File: src/rtl/booth4_pkg.sv
package booth4_pkg;

   typedef enum logic [2:0] {
      ST_IDLE,
      ST_LOAD,
      ST_ADD_SH,
      ST_SUB_SH,
      ST_SHIFT,
      ST_ADD_ONLY,
      ST_SUB_ONLY,
      ST_DONE
   } bmul_state_e;

   typedef enum logic [1:0] {
      ACT_NONE,
      ACT_LOAD,
      ACT_ADD,
      ACT_SUB
   } bmul_act_e;

   // window = {b[2i+1], b[2i], b[2i-1]}
   function automatic logic dig_zero(input logic [2:0] win);
      return (win == 3'b000) || (win == 3'b111);
   endfunction

   function automatic logic dig_neg(input logic [2:0] win);
      return win[2] && (win != 3'b111);
   endfunction

   function automatic logic dig_dbl(input logic [2:0] win);
      return (win == 3'b011) || (win == 3'b100);
   endfunction

endpackage

File: src/rtl/booth4_ctrl.sv
module booth4_ctrl
   import booth4_pkg::*;
#(
   parameter int WIDTH = 16
) (
   input  logic        clk,
   input  logic        rst_n,
   input  logic        start,
   input  logic        mode_q,
   input  logic [2:0]  nxt_win,
   output bmul_act_e   act,
   output logic        shift_en,
   output logic        capture,
   output logic        done
);

   localparam int DIG_S = WIDTH / 2;
   localparam int DIG_U = WIDTH / 2 + 1;
   localparam int CW    = $clog2(DIG_U);

   bmul_state_e   state, state_nxt, pick;
   logic [CW-1:0] cnt;
   logic [CW-1:0] last_idx;
   logic          next_last;
   logic          busy;

   assign last_idx  = mode_q ? CW'(DIG_S - 1) : CW'(DIG_U - 1);
   assign next_last = (state != ST_LOAD) && ((cnt + CW'(1)) == last_idx);

   always_comb begin
      if (next_last) begin
         if (dig_zero(nxt_win))     pick = ST_DONE;
         else if (dig_neg(nxt_win)) pick = ST_SUB_ONLY;
         else                       pick = ST_ADD_ONLY;
      end else begin
         if (dig_zero(nxt_win))     pick = ST_SHIFT;
         else if (dig_neg(nxt_win)) pick = ST_SUB_SH;
         else                       pick = ST_ADD_SH;
      end
   end

   always_comb begin
      state_nxt = state;
      unique case (state)
         ST_IDLE:                                    if (start) state_nxt = ST_LOAD;
         ST_LOAD, ST_ADD_SH, ST_SUB_SH, ST_SHIFT:    state_nxt = pick;
         ST_ADD_ONLY, ST_SUB_ONLY:                   state_nxt = ST_DONE;
         ST_DONE:                                    state_nxt = ST_IDLE;
         default:                                    state_nxt = ST_IDLE;
      endcase
   end

   always_ff @(posedge clk or negedge rst_n) begin
      if (!rst_n) begin
         state <= ST_IDLE;
         cnt   <= '0;
      end else begin
         state <= state_nxt;
         if (state == ST_LOAD)  cnt <= '0;
         else if (shift_en)     cnt <= cnt + CW'(1);
      end
   end

   // Moore outputs
   always_comb begin
      unique case (state)
         ST_LOAD:                 act = ACT_LOAD;
         ST_ADD_SH, ST_ADD_ONLY:  act = ACT_ADD;
         ST_SUB_SH, ST_SUB_ONLY:  act = ACT_SUB;
         default:                 act = ACT_NONE;
      endcase
   end

   assign shift_en = (state == ST_ADD_SH) || (state == ST_SUB_SH) || (state == ST_SHIFT);
   assign done     = (state == ST_DONE);
   assign busy     = (state != ST_IDLE);
   assign capture  = (state == ST_IDLE) && start;

   AST_DONE_PULSE: assert property (@(posedge clk) disable iff (!rst_n) done |=> (!done && !busy));
   AST_BUSY_START_IGNORED: assert property (@(posedge clk) disable iff (!rst_n) (busy && start) |=> (state != ST_LOAD));
   AST_ONLY_AT_LAST: assert property (@(posedge clk) disable iff (!rst_n) ((state == ST_ADD_ONLY) || (state == ST_SUB_ONLY)) |-> (cnt == last_idx));
   AST_CNT_RANGE: assert property (@(posedge clk) disable iff (!rst_n) busy |-> (cnt <= CW'(DIG_U - 1)));

endmodule

File: src/rtl/booth4_datapath.sv
module booth4_datapath
   import booth4_pkg::*;
#(
   parameter int WIDTH      = 16,
   parameter bit PRE_DOUBLE = 1'b0
) (
   input  logic                 clk,
   input  logic                 rst_n,
   input  logic                 capture,
   input  logic                 mode_in,
   input  logic [WIDTH-1:0]     mcand_in,
   input  logic [WIDTH-1:0]     mplier_in,
   input  bmul_act_e            act,
   input  logic                 shift_en,
   output logic                 mode_q,
   output logic [2:0]           nxt_win,
   output logic [2*WIDTH-1:0]   product
);

   localparam int HW = WIDTH + 3;   // accumulator, holds +-4*mcand
   localparam int LW = WIDTH + 2;   // multiplier with two extension bits

   logic [WIDTH-1:0] a_q, b_q;
   logic [HW-1:0]    mc_q, hi_q, addend, sum;
   logic [LW-1:0]    lo_q;
   logic             qm1_q;
   logic [HW-1:0]    a_ext;
   logic [LW-1:0]    b_ext;
   logic [2:0]       cur_win;

   assign a_ext   = mode_q ? {{3{a_q[WIDTH-1]}}, a_q} : {3'b000, a_q};
   assign b_ext   = mode_q ? {{2{b_q[WIDTH-1]}}, b_q} : {2'b00, b_q};
   assign cur_win = {lo_q[1:0], qm1_q};
   assign nxt_win = (act == ACT_LOAD) ? {b_q[1:0], 1'b0} : {lo_q[3:2], lo_q[1]};

   generate
      if (PRE_DOUBLE) begin : g_pre_double
         logic [HW-1:0] mc2_q;
         always_ff @(posedge clk or negedge rst_n) begin
            if (!rst_n)                 mc2_q <= '0;
            else if (act == ACT_LOAD)   mc2_q <= {a_ext[HW-2:0], 1'b0};
         end
         assign addend = dig_dbl(cur_win) ? mc2_q : mc_q;
      end else begin : g_fly_double
         assign addend = dig_dbl(cur_win) ? {mc_q[HW-2:0], 1'b0} : mc_q;
      end
   endgenerate

   always_comb begin
      unique case (act)
         ACT_ADD: sum = hi_q + addend;
         ACT_SUB: sum = hi_q - addend;
         default: sum = hi_q;
      endcase
   end

   always_ff @(posedge clk or negedge rst_n) begin
      if (!rst_n) begin
         a_q    <= '0;
         b_q    <= '0;
         mode_q <= 1'b0;
         mc_q   <= '0;
         hi_q   <= '0;
         lo_q   <= '0;
         qm1_q  <= 1'b0;
      end else begin
         if (capture) begin
            a_q    <= mcand_in;
            b_q    <= mplier_in;
            mode_q <= mode_in;
         end
         if (act == ACT_LOAD) begin
            mc_q  <= a_ext;
            hi_q  <= '0;
            lo_q  <= b_ext;
            qm1_q <= 1'b0;
         end else if (shift_en) begin
            hi_q  <= {{2{sum[HW-1]}}, sum[HW-1:2]};
            lo_q  <= {sum[1:0], lo_q[LW-1:2]};
            qm1_q <= lo_q[1];
         end else if (act != ACT_NONE) begin
            hi_q  <= sum;
         end
      end
   end

   // final digit is added without a shift; the missing shift is taken here
   assign product = mode_q ? {hi_q[WIDTH+1:0], lo_q[LW-1:4]}
                           : {hi_q[WIDTH-1:0], lo_q[LW-1:2]};

   AST_ADD_MATCHES_DIGIT: assert property (@(posedge clk) disable iff (!rst_n) (act == ACT_ADD) |-> (!dig_zero(cur_win) && !dig_neg(cur_win)));
   AST_SUB_MATCHES_DIGIT: assert property (@(posedge clk) disable iff (!rst_n) (act == ACT_SUB) |-> dig_neg(cur_win));
   AST_PROD_HOLD: assert property (@(posedge clk) disable iff (!rst_n) ((act == ACT_NONE) && !shift_en && !capture) |=> $stable(product));

endmodule

File: src/rtl/booth4_mul.sv
module booth4_mul
   import booth4_pkg::*;
#(
   parameter int WIDTH      = 16,
   parameter bit PRE_DOUBLE = 1'b0
) (
   input  logic                 clk,
   input  logic                 rst_n,
   input  logic                 start,
   input  logic                 signed_mode,
   input  logic [WIDTH-1:0]     mcand,
   input  logic [WIDTH-1:0]     mplier,
   output logic [2*WIDTH-1:0]   product,
   output logic                 done
);

   generate
      if ((WIDTH % 2) != 0 || WIDTH < 4) begin : g_bad_width
         $error("booth4_mul: WIDTH must be even and at least 4");
      end
   endgenerate

   bmul_act_e  act;
   logic       shift_en;
   logic       capture;
   logic       mode_q;
   logic [2:0] nxt_win;

   booth4_ctrl #(
      .WIDTH (WIDTH)
   ) u_ctrl (
      .clk      (clk),
      .rst_n    (rst_n),
      .start    (start),
      .mode_q   (mode_q),
      .nxt_win  (nxt_win),
      .act      (act),
      .shift_en (shift_en),
      .capture  (capture),
      .done     (done)
   );

   booth4_datapath #(
      .WIDTH      (WIDTH),
      .PRE_DOUBLE (PRE_DOUBLE)
   ) u_datapath (
      .clk       (clk),
      .rst_n     (rst_n),
      .capture   (capture),
      .mode_in   (signed_mode),
      .mcand_in  (mcand),
      .mplier_in (mplier),
      .act       (act),
      .shift_en  (shift_en),
      .mode_q    (mode_q),
      .nxt_win   (nxt_win),
      .product   (product)
   );

endmodule

File: config.mk
export PLATFORM = sky130hd
export DESIGN_NAME = booth4_mul
export DESIGN_NICKNAME = d
export VERILOG_FILES = /design/src/rtl/booth4_pkg.sv /design/src/rtl/booth4_ctrl.sv /design/src/rtl/booth4_datapath.sv /design/src/rtl/booth4_mul.sv
export SDC_FILE = /design/constraint.sdc
export NUM_CORES = 1
export LEC_CHECK = 0
export ABC_AREA = 1
export BUFFER_PORTS_ARGS = -buffer_cell sky130_fd_sc_hd__buf_2
export CAP_MARGIN = 10
export CORE_AREA = 2 2 105 107
export CTS_BUF_LIST = sky130_fd_sc_hd__clkbuf_4 sky130_fd_sc_hd__clkbuf_8 sky130_fd_sc_hd__clkbuf_16
export DETAILED_ROUTE_END_ITERATION = 8
export DIE_AREA = 0 0 107 109
export PLACE_DENSITY_LB_ADDON = 0.1
export REMOVE_ABC_BUFFERS = 1
export SYNTH_ARGS = -nofsm -noshare
export SYNTH_HDL_FRONTEND = slang
export SYNTH_HIERARCHICAL = 1
export SYNTH_SLANG_ARGS = --single-unit
File: constraint.sdc
create_clock -name clk -period 6.5 [get_ports clk]
set_input_delay 0.325 -clock clk [delete_from_list [all_inputs] [get_ports clk]]
set_output_delay 0.325 -clock clk [all_outputs]
set_load 0.05 [all_outputs]
### After elaboration in Yosys (flattened, before gate mapping)

Cells that the tools add are included.

| cells by class | value |
|---|---|
| $add $sub $neg | 3 |
| multipliers | 0 |
| divide/modulo/power cells | 0 |
| magnitude comparators | 0 |
| equal/unequal tests | 17 |
| shift operators | 0 |
| muxes and demuxes | 24 |
| bitwise gates (word level) | 0 |
| reduce and logical (&&, ||, !) cells | 17 |

Operators with widths:

| kind | number |
|---|---|
| $mux W19 | 5 |
| $mux W18 | 3 |
| $pmux W19 S2 | 1 |
| $mux W32 | 1 |
| $add A19 B19 Y19 | 1 |
| $sub A19 B19 Y19 | 1 |
| $eq A3 B3 Y1 const B | 6 |
| $mux W3 | 5 |
| $mux W4 | 3 |
| $pmux W3 S4 | 1 |
| $eq A3 B2 Y1 const B | 3 |
| $logic_not A3 Y1 | 2 |
| $pmux W2 S3 | 1 |
| $reduce_bool A2 Y1 | 3 |
| $reduce_or A2 Y1 | 3 |
| $add A4 B1 Y4 const B | 1 |
| $eq A2 B2 Y1 const B | 2 |
| $eq A4 B4 Y1 | 1 |
| $logic_or A1 B1 Y1 | 4 |
| $reduce_or A4 Y1 | 1 |
| $eq A3 B1 Y1 const B | 1 |
| $logic_and A1 B1 Y1 | 3 |
| $mux W1 | 3 |
| $ne A3 B1 Y1 const B | 1 |
| other kinds (5) | 5 |

| storage, ports and cells | value |
|---|---|
| register bits after elaboration | 97 |
| bits in latches | 0 |
| bits in writable memories | 0 |
| memory bits (read-only) | 0 |
| output and inout bits | 33 |
| memories kept | 0 |

### Longest topological paths before layout

Gate-level depths: netlist of the first run.

| depth | value |
|---|---|
| word-level depth | 11 |
| mapped depth | 28 |
| mapped depth without buffers | 28 |

### Modules after synthesis

The synthesis of the first run kept the hierarchy.

By module, submodules not included:

| module | instances | cells an instance | area an instance (um^2) |
|---|---|---|---|
| booth4_datapath | 1 | 770 | 5679.2 |
| booth4_ctrl | 1 | 76 | 515.5 |

### Worst setup path after synthesis of the first run

Ideal clock, no wire load.

| timing | value |
|---|---|
| path kind | register to register |
| start | reg u_datapath.lo_q[0] |
| end | reg u_datapath.hi_q[16] |
| library setup time | 116 ps |
| arrival time | 3613 ps |
| data required time | 6384 ps |
| path slack | 2770 ps |
| stages on the path, launching flop included | 24 |
| buffers on the path | 1 |
| period minus slack after synthesis | 3730 ps |
| path through | dfrtp_1 o21ai_4 nand2_4 buf_6 o21ai_0 ha_1 nand3_2 nor2_4 nand3_1 nand2_2 nand2_1 a21oi_1 nand2_1 xnor2_1 ha_1 inv_1 nor3_1 nand2_1 o311ai_0 nand3_1 nand4_1 nand3_2 nand2_1 nand2_1 |

| between the ends | value |
|---|---|
| cells in the longest elaborated chain, start to end | 8 |
| elaborated cells between the ends (all ways) | 10 |
| classes of those cells | 2 x add/sub; 2 x eq/ne; 5 x mux; 1 x reduce/logical |

Ends and longest elaborated chain:

| item | line | text |
|---|---|---|
| from (decl) | booth4_datapath.sv:25 | `logic [LW-1:0] lo_q;` |
| from (signal assigned) | booth4_datapath.sv:75 | `lo_q <= b_ext;` |
| from (signal assigned) | booth4_datapath.sv:79 | `lo_q <= {sum[1:0], lo_q[LW-1:2]};` |
| $eq A3 B2 Y1 / $eq A3 B3 Y1 (equally long branches) | booth4_pkg.sv:31 | `return (win == 3'b011) \|\| (win == 3'b100);` |
| $logic_or A1 B1 Y1 * | booth4_pkg.sv:31 |  |
| $mux W19 * | booth4_datapath.sv:45 | `assign addend = dig_dbl(cur_win) ? {mc_q[HW-2:0], 1'b0} : mc_q;` |
| $sub A19 B19 Y19 / $add A19 B19 Y19 (equally long branches) | booth4_datapath.sv:52, booth4_datapath.sv:51 |  |
| $pmux W19 S2 * | booth4_datapath.sv:50 | `unique case (act)` |
| $mux W19 | booth4_datapath.sv:81 | `end else if (act != ACT_NONE) begin` |
| $mux W19 * | booth4_datapath.sv:77 | `end else if (shift_en) begin` |
| $mux W19 * | booth4_datapath.sv:72 | `if (act == ACT_LOAD) begin` |
| to (signal assigned) | booth4_datapath.sv:78 | `hi_q <= {{2{sum[HW-1]}}, sum[HW-1:2]};` |
| to (signal assigned) | booth4_datapath.sv:82 | `hi_q <= sum;` |
| to (decl) | booth4_datapath.sv:24 | `logic [HW-1:0] mc_q, hi_q, addend, sum;` |

Every way passes the cells marked *; elsewhere a longest branch is shown, timed or not. The select of a mux whose other input is x is not followed.
A chain may end at the register's enable or synchronous reset.

### Final worst setup path of the first run

| timing | value |
|---|---|
| start | reg u_datapath.lo_q[0] |
| end | reg u_datapath.hi_q[17] |

The elaborated chain is that of the path after synthesis.

==> results of run 1 <==
path summary, 6_finish.rpt:
check / from / to / slack, ps / depth (start not counted)
max in group asynchronous: rst_n / u_datapath/a_q[4] / 4890 / 3
max: u_datapath/lo_q[0] / u_datapath/hi_q[17] / 2260 / 24
min in group asynchronous: rst_n / u_ctrl/cnt[2] / 420 / 2
min: mplier[11] / u_datapath/b_q[11] / 160 / 3
min reg2reg: u_datapath/a_q[4] / u_datapath/mc_q[4] / 490 / 2
max reg2reg: u_datapath/lo_q[0] / u_datapath/hi_q[17] / 2260 / 24
sequential cells by signal, summed over array words and instances (netlist names):
register,cells
u_ctrl/cnt,4
u_ctrl/state,3
u_datapath/a_q,16
u_datapath/b_q,16
u_datapath/hi_q,19
u_datapath/lo_q,18
u_datapath/mc_q,17
u_datapath/mode_q,1
u_datapath/qm1_q,1
routing by layer:
metal | up-vias | wire, µm | part of all wire | GRT usage
li1 | 2856 | - | - | -
met1 | 2655 | 7120 | 0.48 | 0.370
met2 | 121 | 6950 | 0.47 | 0.441
met3 | 5 | 674 | 0.045 | 0.0341
met4 | 0 | 79 | 0.0053 | 0.0557
met5 | - | 0 | 0 | 0
area by class of cell:
class	count	area (µm²)
clock inverters	6	67.6
multi-input cells	612	3280
repair buffers	74	390
inverters	108	405
well taps	140	175
clock buffers	10	131
flip-flops and latches	95	2380
fillers	988	3770
cells by family (layout without fill, tap and decap cells):
logic type,count (synthesis),in the layout,share of synthesized area
buf+inv,139,198,0.0889
compound gates,182,182,0.168
fa+ha+maj,21,21,0.0436
mux,15,15,0.0273
flops,95,95,0.384
xor+xnor,25,25,0.0353
simple gates,369,369,0.253
what timing repair did:
| action | 4_1_cts | 5_1_grt |
|---|---|---|
| endpoints found under the setup margin | 0 | 0 |
| hold endpoints to repair | 27 | 0 |
| hold buffers | 1 | 0 |
per-stage QoR:
step	utilization	setup slack (ps)
floorplan	-	1840
global placement	0.624	2460
detailed placement	0.624	2300
CTS	0.644	2290
global route	0.644	1810
finish	0.644	2260
cell usage in the layout, fill, tap and decap left out, drive strengths merged, types with 2 or more instances in the layout:
master and n:
nor2 59, clkinv 4, a211oi 3, buf 73
nor3 6, nand4 8, a21o 2, xor2 16
a21oi 36, o21bai 4, a311oi 2, inv 108
dfrtp 95, clkbuf 10, o22ai 3, o221ai 14
ha 20, nand3 38, xnor2 9, mux2 15
nand2 255, o21ai 113
critical path, cell delays in order, from the launching register on:
cell	delay [ps]
dfrtp_1	430
o21ai_4	260
nand2_4	230
o21ai_0	290
ha_1	230
nand3_2	110
nor2_4	100
nand3_1	100
nand2_2	90
nand2_1	90
a21oi_1	200
nand2_1	90
xnor2_1	130
ha_1	350
inv_1	80
nor3_1	300
nand2_1	70
o311ai_0	450
inv_1	80
nand2_1	90
nand3_1	60
nand2_1	110
nand3_2	80
nand2_1	80
nand2_1	50
==> metrics.yaml, run 1 <==
finish:
  finalNonFillerCells: 1045
  nets: 957
  drive_above_1_share: 0.151
  diodes: 0
  fin_area_um2: 6830
  syn2layout_area_growth_pct: 10.2
clock_tree:
  clock_latency_ps: 370
  clkSinkCount: 95
  clockBufferDepth: 2
  htreeDepth: 3
  cts_setup_buffers: 0
  cts_resized: 0
  clockRootBuffer: "clkbuf_8"
  clkTransAtPathRegs_ps: 100
  cts_tree: "built"
  cts_buffers: 9
route:
  dr.pass1.iters: 5
  wire_per_inst_um: 14.2
  wl_um: 14800
  vias_per_cell: 5.39
  drc: 0
  ant_nets: 0
  drt-initial-drc-count: 289
  vias: 5637
timing:
  drv_slew: 0
  post-route-min-period_ps: 4240
  finalHoldViolCount: 0
  final.setup.tns_ps: 0
  whs_ps: 163
  clock-skew-final_ps: 12.2
  rsz0062_at_grt: "false"
  max_freq_ghz: 0.236
  setup_viol: 0
  fin_crit_sh: 0.652
  worst_pin_slew_ps: 1180
  slew_headroom: 0.210
yosys:
  synth-seq-cells: 95
  synth_area_leaders: "dfrtp_1, nand2_1, o21ai_0"
  synthArstFlopShare: 1.00
  synth_most_common_cell: "nand2_1"
  syn_area_per_cell_um2: 7.32
  synth_edf_count: 0
  yosysWarnings: 6
  synth_top_cell_area_share: 0.384
  netlist_instances: 846
  synth_area_um2: 6190
  ys_seq_area_frac: 0.384
  synth_cell_type_count: 44
  yosys-top-cells-count: "nand2_1, inv_1, o21ai_0, dfrtp_1, nor2_1"
  yosys.area.top_type: "dfrtp_1"
  ys.flop_type: "dfrtp_1"
global_routing:
  grt_use_total: 0.264
  grt_pass1_wl_um: 24500
  grt_max_degree: 69
  antenna_found_initial: 0
  overflow: 0
  grt_pass1_vias: 5220
floorplan:
  die_w_um: 107
  io-pin-count: 69
  core_um2: 10600
  die_height_um: 109
  initial_core_util: 0.584
  die_area_um2: 11700
  num_rows: 38
worst_setup_path:
  start_kind: "flip-flop"
  arrival_ps: 4510
  critical_path_class: "reg2reg"
  cp_max_fo: 26
  crit_path_end_kind: "flip-flop"
  critPathRequiredTime_ps: 6770
min_path:
  hp-class: "in2reg"
placement:
  hpwlAfterDp_um: 10800
  dpl_cell_area_um2: 6620
  portBuffers: 68
  placed_cells: 1028
  place.gp.congestion: 0.949
job:
  cap_violations: 0
run_status:
  status: "complete, no violations"
Power of run 1 is left out: the tool's default activity adds up to more than one toggle a clock period on the data nets, which glitch-free logic cannot reach.
==> run 2, diff against run 1 <==
--- a/config.mk
+++ b/config.mk
@@ -5,13 +5,13 @@
 export SDC_FILE = /design/constraint.sdc
 export NUM_CORES = 1
 export LEC_CHECK = 0
-export ABC_AREA = 1
+export ABC_AREA = 0
 export BUFFER_PORTS_ARGS = -buffer_cell sky130_fd_sc_hd__buf_2
 export CAP_MARGIN = 10
-export CORE_AREA = 2 2 105 107
+export CORE_AREA = 2 2 108 110
 export CTS_BUF_LIST = sky130_fd_sc_hd__clkbuf_4 sky130_fd_sc_hd__clkbuf_8 sky130_fd_sc_hd__clkbuf_16
 export DETAILED_ROUTE_END_ITERATION = 8
-export DIE_AREA = 0 0 107 109
+export DIE_AREA = 0 0 110 112
 export PLACE_DENSITY_LB_ADDON = 0.1
 export REMOVE_ABC_BUFFERS = 1
 export SYNTH_ARGS = -nofsm -noshare
==> constraint.sdc (replaced) <==
create_clock -name clk -period 3.95 [get_ports clk]
set_input_delay 0.1975 -clock clk [delete_from_list [all_inputs] [get_ports clk]]
set_output_delay 0.1975 -clock clk [all_outputs]
set_load 0.05 [all_outputs]
==> run 2 against run 1 <==
Compared with the run above: the flow now finishes with violations (negative setup slack); die area is 5.6% higher; sequential share of layout area is 5.0 points lower; utilization is 7.0 points higher; first-iteration DRC count is 37% higher; critical endpoint unchanged; clock-buffer cell count is 1 lower; critical path type unchanged; non-clock buffer count is 69 higher; final cell count is 6.3% lower; final area is 17% higher.
==> metrics.yaml, run 2 <==
run_status:
  status: "finished with violations"
  violations: "negative setup slack"
clock_tree:
  clockRootBuffer: "clkbuf_16"
  cts_buffers: 9
  clock_latency_ps: 360
  clockBufferDepth: 2
  htreeDepth: 3
  cts_tree: "built"
  clkSinkCount: 95
  clkTransAtPathRegs_ps: 70
worst_setup_path:
  crit_slowest_cell: "or4_4"
  arrival_ps: 4610
  critical_path_class: "reg2reg"
  rr_worst_depth: 15
  crit_path_end_kind: "flip-flop"
  cp_max_fo: 5
  critPathMaxStageDelay_ps: 530
  critPathRequiredTime_ps: 4200
  start_kind: "flip-flop"
  crit_chain: "or4_4 > or3_4 > or3_4 > or4_4 > nand2_4 > xnor2_2 > ha_1 > buf_4 > a21oi_1 > o21ai_1 > o41ai_2 > o21ai_1 > xor2_1 > xor2_1 > a221o_1"
yosys:
  ys.flop_type: "dfrtp_1"
  synth_edf_count: 0
  synth-seq-cells: 95
  synth_top_cell_area_share: 0.360
  synth_cell_type_count: 70
  synthArstFlopShare: 1.00
  synth_most_common_cell: "nand2_1"
  synth_compound_area_frac: 0.167
  yosys.area_share.simple: 0.162
  netlist_instances: 729
  yosysWarnings: 6
  syn_area_per_cell_um2: 9.05
  synth_area_leaders: "dfrtp_1, mux2_2, nand2_1"
  synth_xor_xnor_area_share: 0.0491
  ys_seq_area_frac: 0.360
  synth_area_um2: 6600
  synth_fa_ha_area_frac: 0.0410
  synth_top_family_by_area: "multiplexers"
  synthMuxAreaShare: 0.180
  yosys-top-cells-count: "nand2_1, dfrtp_1, mux2_2, nor2_1, o21ai_0"
  yosys.area.top_type: "dfrtp_1"
route:
  wl_um: 16300
  ant_nets: 0
  vias: 5820
  vias_per_cell: 5.94
  drt-initial-drc-count: 397
  drc: 0
  dr.pass1.iters: 5
  wire_per_inst_um: 16.6
floorplan:
  die_area_um2: 12300
  io-pin-count: 69
  die_w_um: 110
  die_height_um: 112
  core_um2: 11200
  initial_core_util: 0.590
  num_rows: 39
finish:
  finalNonFillerCells: 979
  fin_area_um2: 7980
  final_common_cell: "nand2_1"
  largest_registers: "u_datapath/hi_q x19, u_datapath/lo_q x18, u_datapath/mc_q x17"
  largest_register_ffs: 19
  diodes: 0
  layout_common_cells: "nand2_1, dfrtp_1, buf_4"
  syn2layout_area_growth_pct: 21.0
  top_register: "u_datapath/hi_q"
  nets: 888
  drive_above_1_share: 0.324
timing:
  timing.final.ws_setup_ps: -414
  rsz0062_at_grt: "true"
  fin_crit_sh: 1.10
  post-route-min-period_ps: 4360
  worst_pin_slew_ps: 829
  slew_headroom: 0.447
  max_freq_ghz: 0.229
  drv_slew: 0
  clock-skew-final_ps: 9.08
  setup_viol: 10
  finalHoldViolCount: 0
placement:
  dpl_cell_area_um2: 7450
  place.gp.congestion: 0.959
  placed_cells: 959
  hpwlAfterDp_um: 11700
  portBuffers: 68
global_routing:
  overflow: 0
  grt_pass1_vias: 5675
  grt_pass1_wl_um: 27000
  grt_use_total: 0.277
  grt_max_degree: 68
  antenna_found_initial: 0
job:
  cap_violations: 0
min_path:
  hold_depth: 2
  hp-class: "in2reg"
==> run 2: worst max-delay path, delay by kind of cell (launching register included) <==
kind / cells / cell delay (ps)
xor+xnor: 3 / 530
flops: 1 / 380
buf+inv: 1 / 150
fa+ha+maj: 1 / 320
simple gates: 5 / 1780
compound gates: 5 / 1100
==> run 2: worst paths after layout <==
| kind | from | endpoint | slack, ps |
|---|---|---|---|
| setup / recovery | u_datapath/mc_q[3] | u_datapath/hi_q[17] | -410 |
| hold / removal | mplier[12] | u_datapath/b_q[12] | 60 |
| setup reg to reg | u_datapath/mc_q[3] | u_datapath/hi_q[17] | -410 |
| hold reg to reg | u_datapath/a_q[4] | u_datapath/mc_q[4] | 470 |
| max in group asynchronous | rst_n | u_datapath/mc_q[7] | 2590 |
| min in group asynchronous | rst_n | u_ctrl/cnt[2] | 470 |
==> run 2: final cells by class <==
class | count | area (µm²)
clock buffer | 9 | 225
clock inverter | 7 | 95.1
fill | 856 | 3190
inverter | 13 | 48.8
multi-input combinational | 569 | 4140
sequential | 95 | 2380
tap | 143 | 179
timing repair buffer | 143 | 912
==> run 2: what timing repair did <==
action	CTS	global route
hold buffers	1	0
gates cloned	0	0
setup buffers	2	3
endpoints found under the setup margin	10	13
resized for setup	25	17
hold endpoints to repair	66	0
pin swaps	14	17
==> run 2: kinds of logic (layout without fill, tap and decap cells) <==
family	after synthesis	count (layout)
xor gates and xnor gates	37	37
buffers and inverters	65	172
muxes	110	110
DFF	95	95
adders and majority gates	21	21
AOI/OAI and AO/OA	168	168
and+or+nand+nor	233	233
==> run 2: per-stage QoR <==
stage | hold slack (ps) | setup TNS, ps | setup slack [ps] | utilization
after global routing | 60.7 | -4680 | -581 | 0.714
after global placement | 332 | -2990 | -488 | 0.666
final | 61.0 | -2700 | -414 | 0.714
after floorplan | -98.1 | -15710 | -1430 | -
after detailed placement | 342 | -4120 | -610 | 0.666
after CTS | 57.1 | -2170 | -363 | 0.706
==> run 2: metal layers <==
metal | global-route usage | wire length (µm) | up-vias
met3 | 0.0410 | 777 | 45
met4 | 0.132 | 565 | 0
met5 | 0 | 0 | -
li1 | - | - | 2815
met2 | 0.441 | 7820 | 175
met1 | 0.368 | 7120 | 2785
Power of run 2 is left out for the same reason.
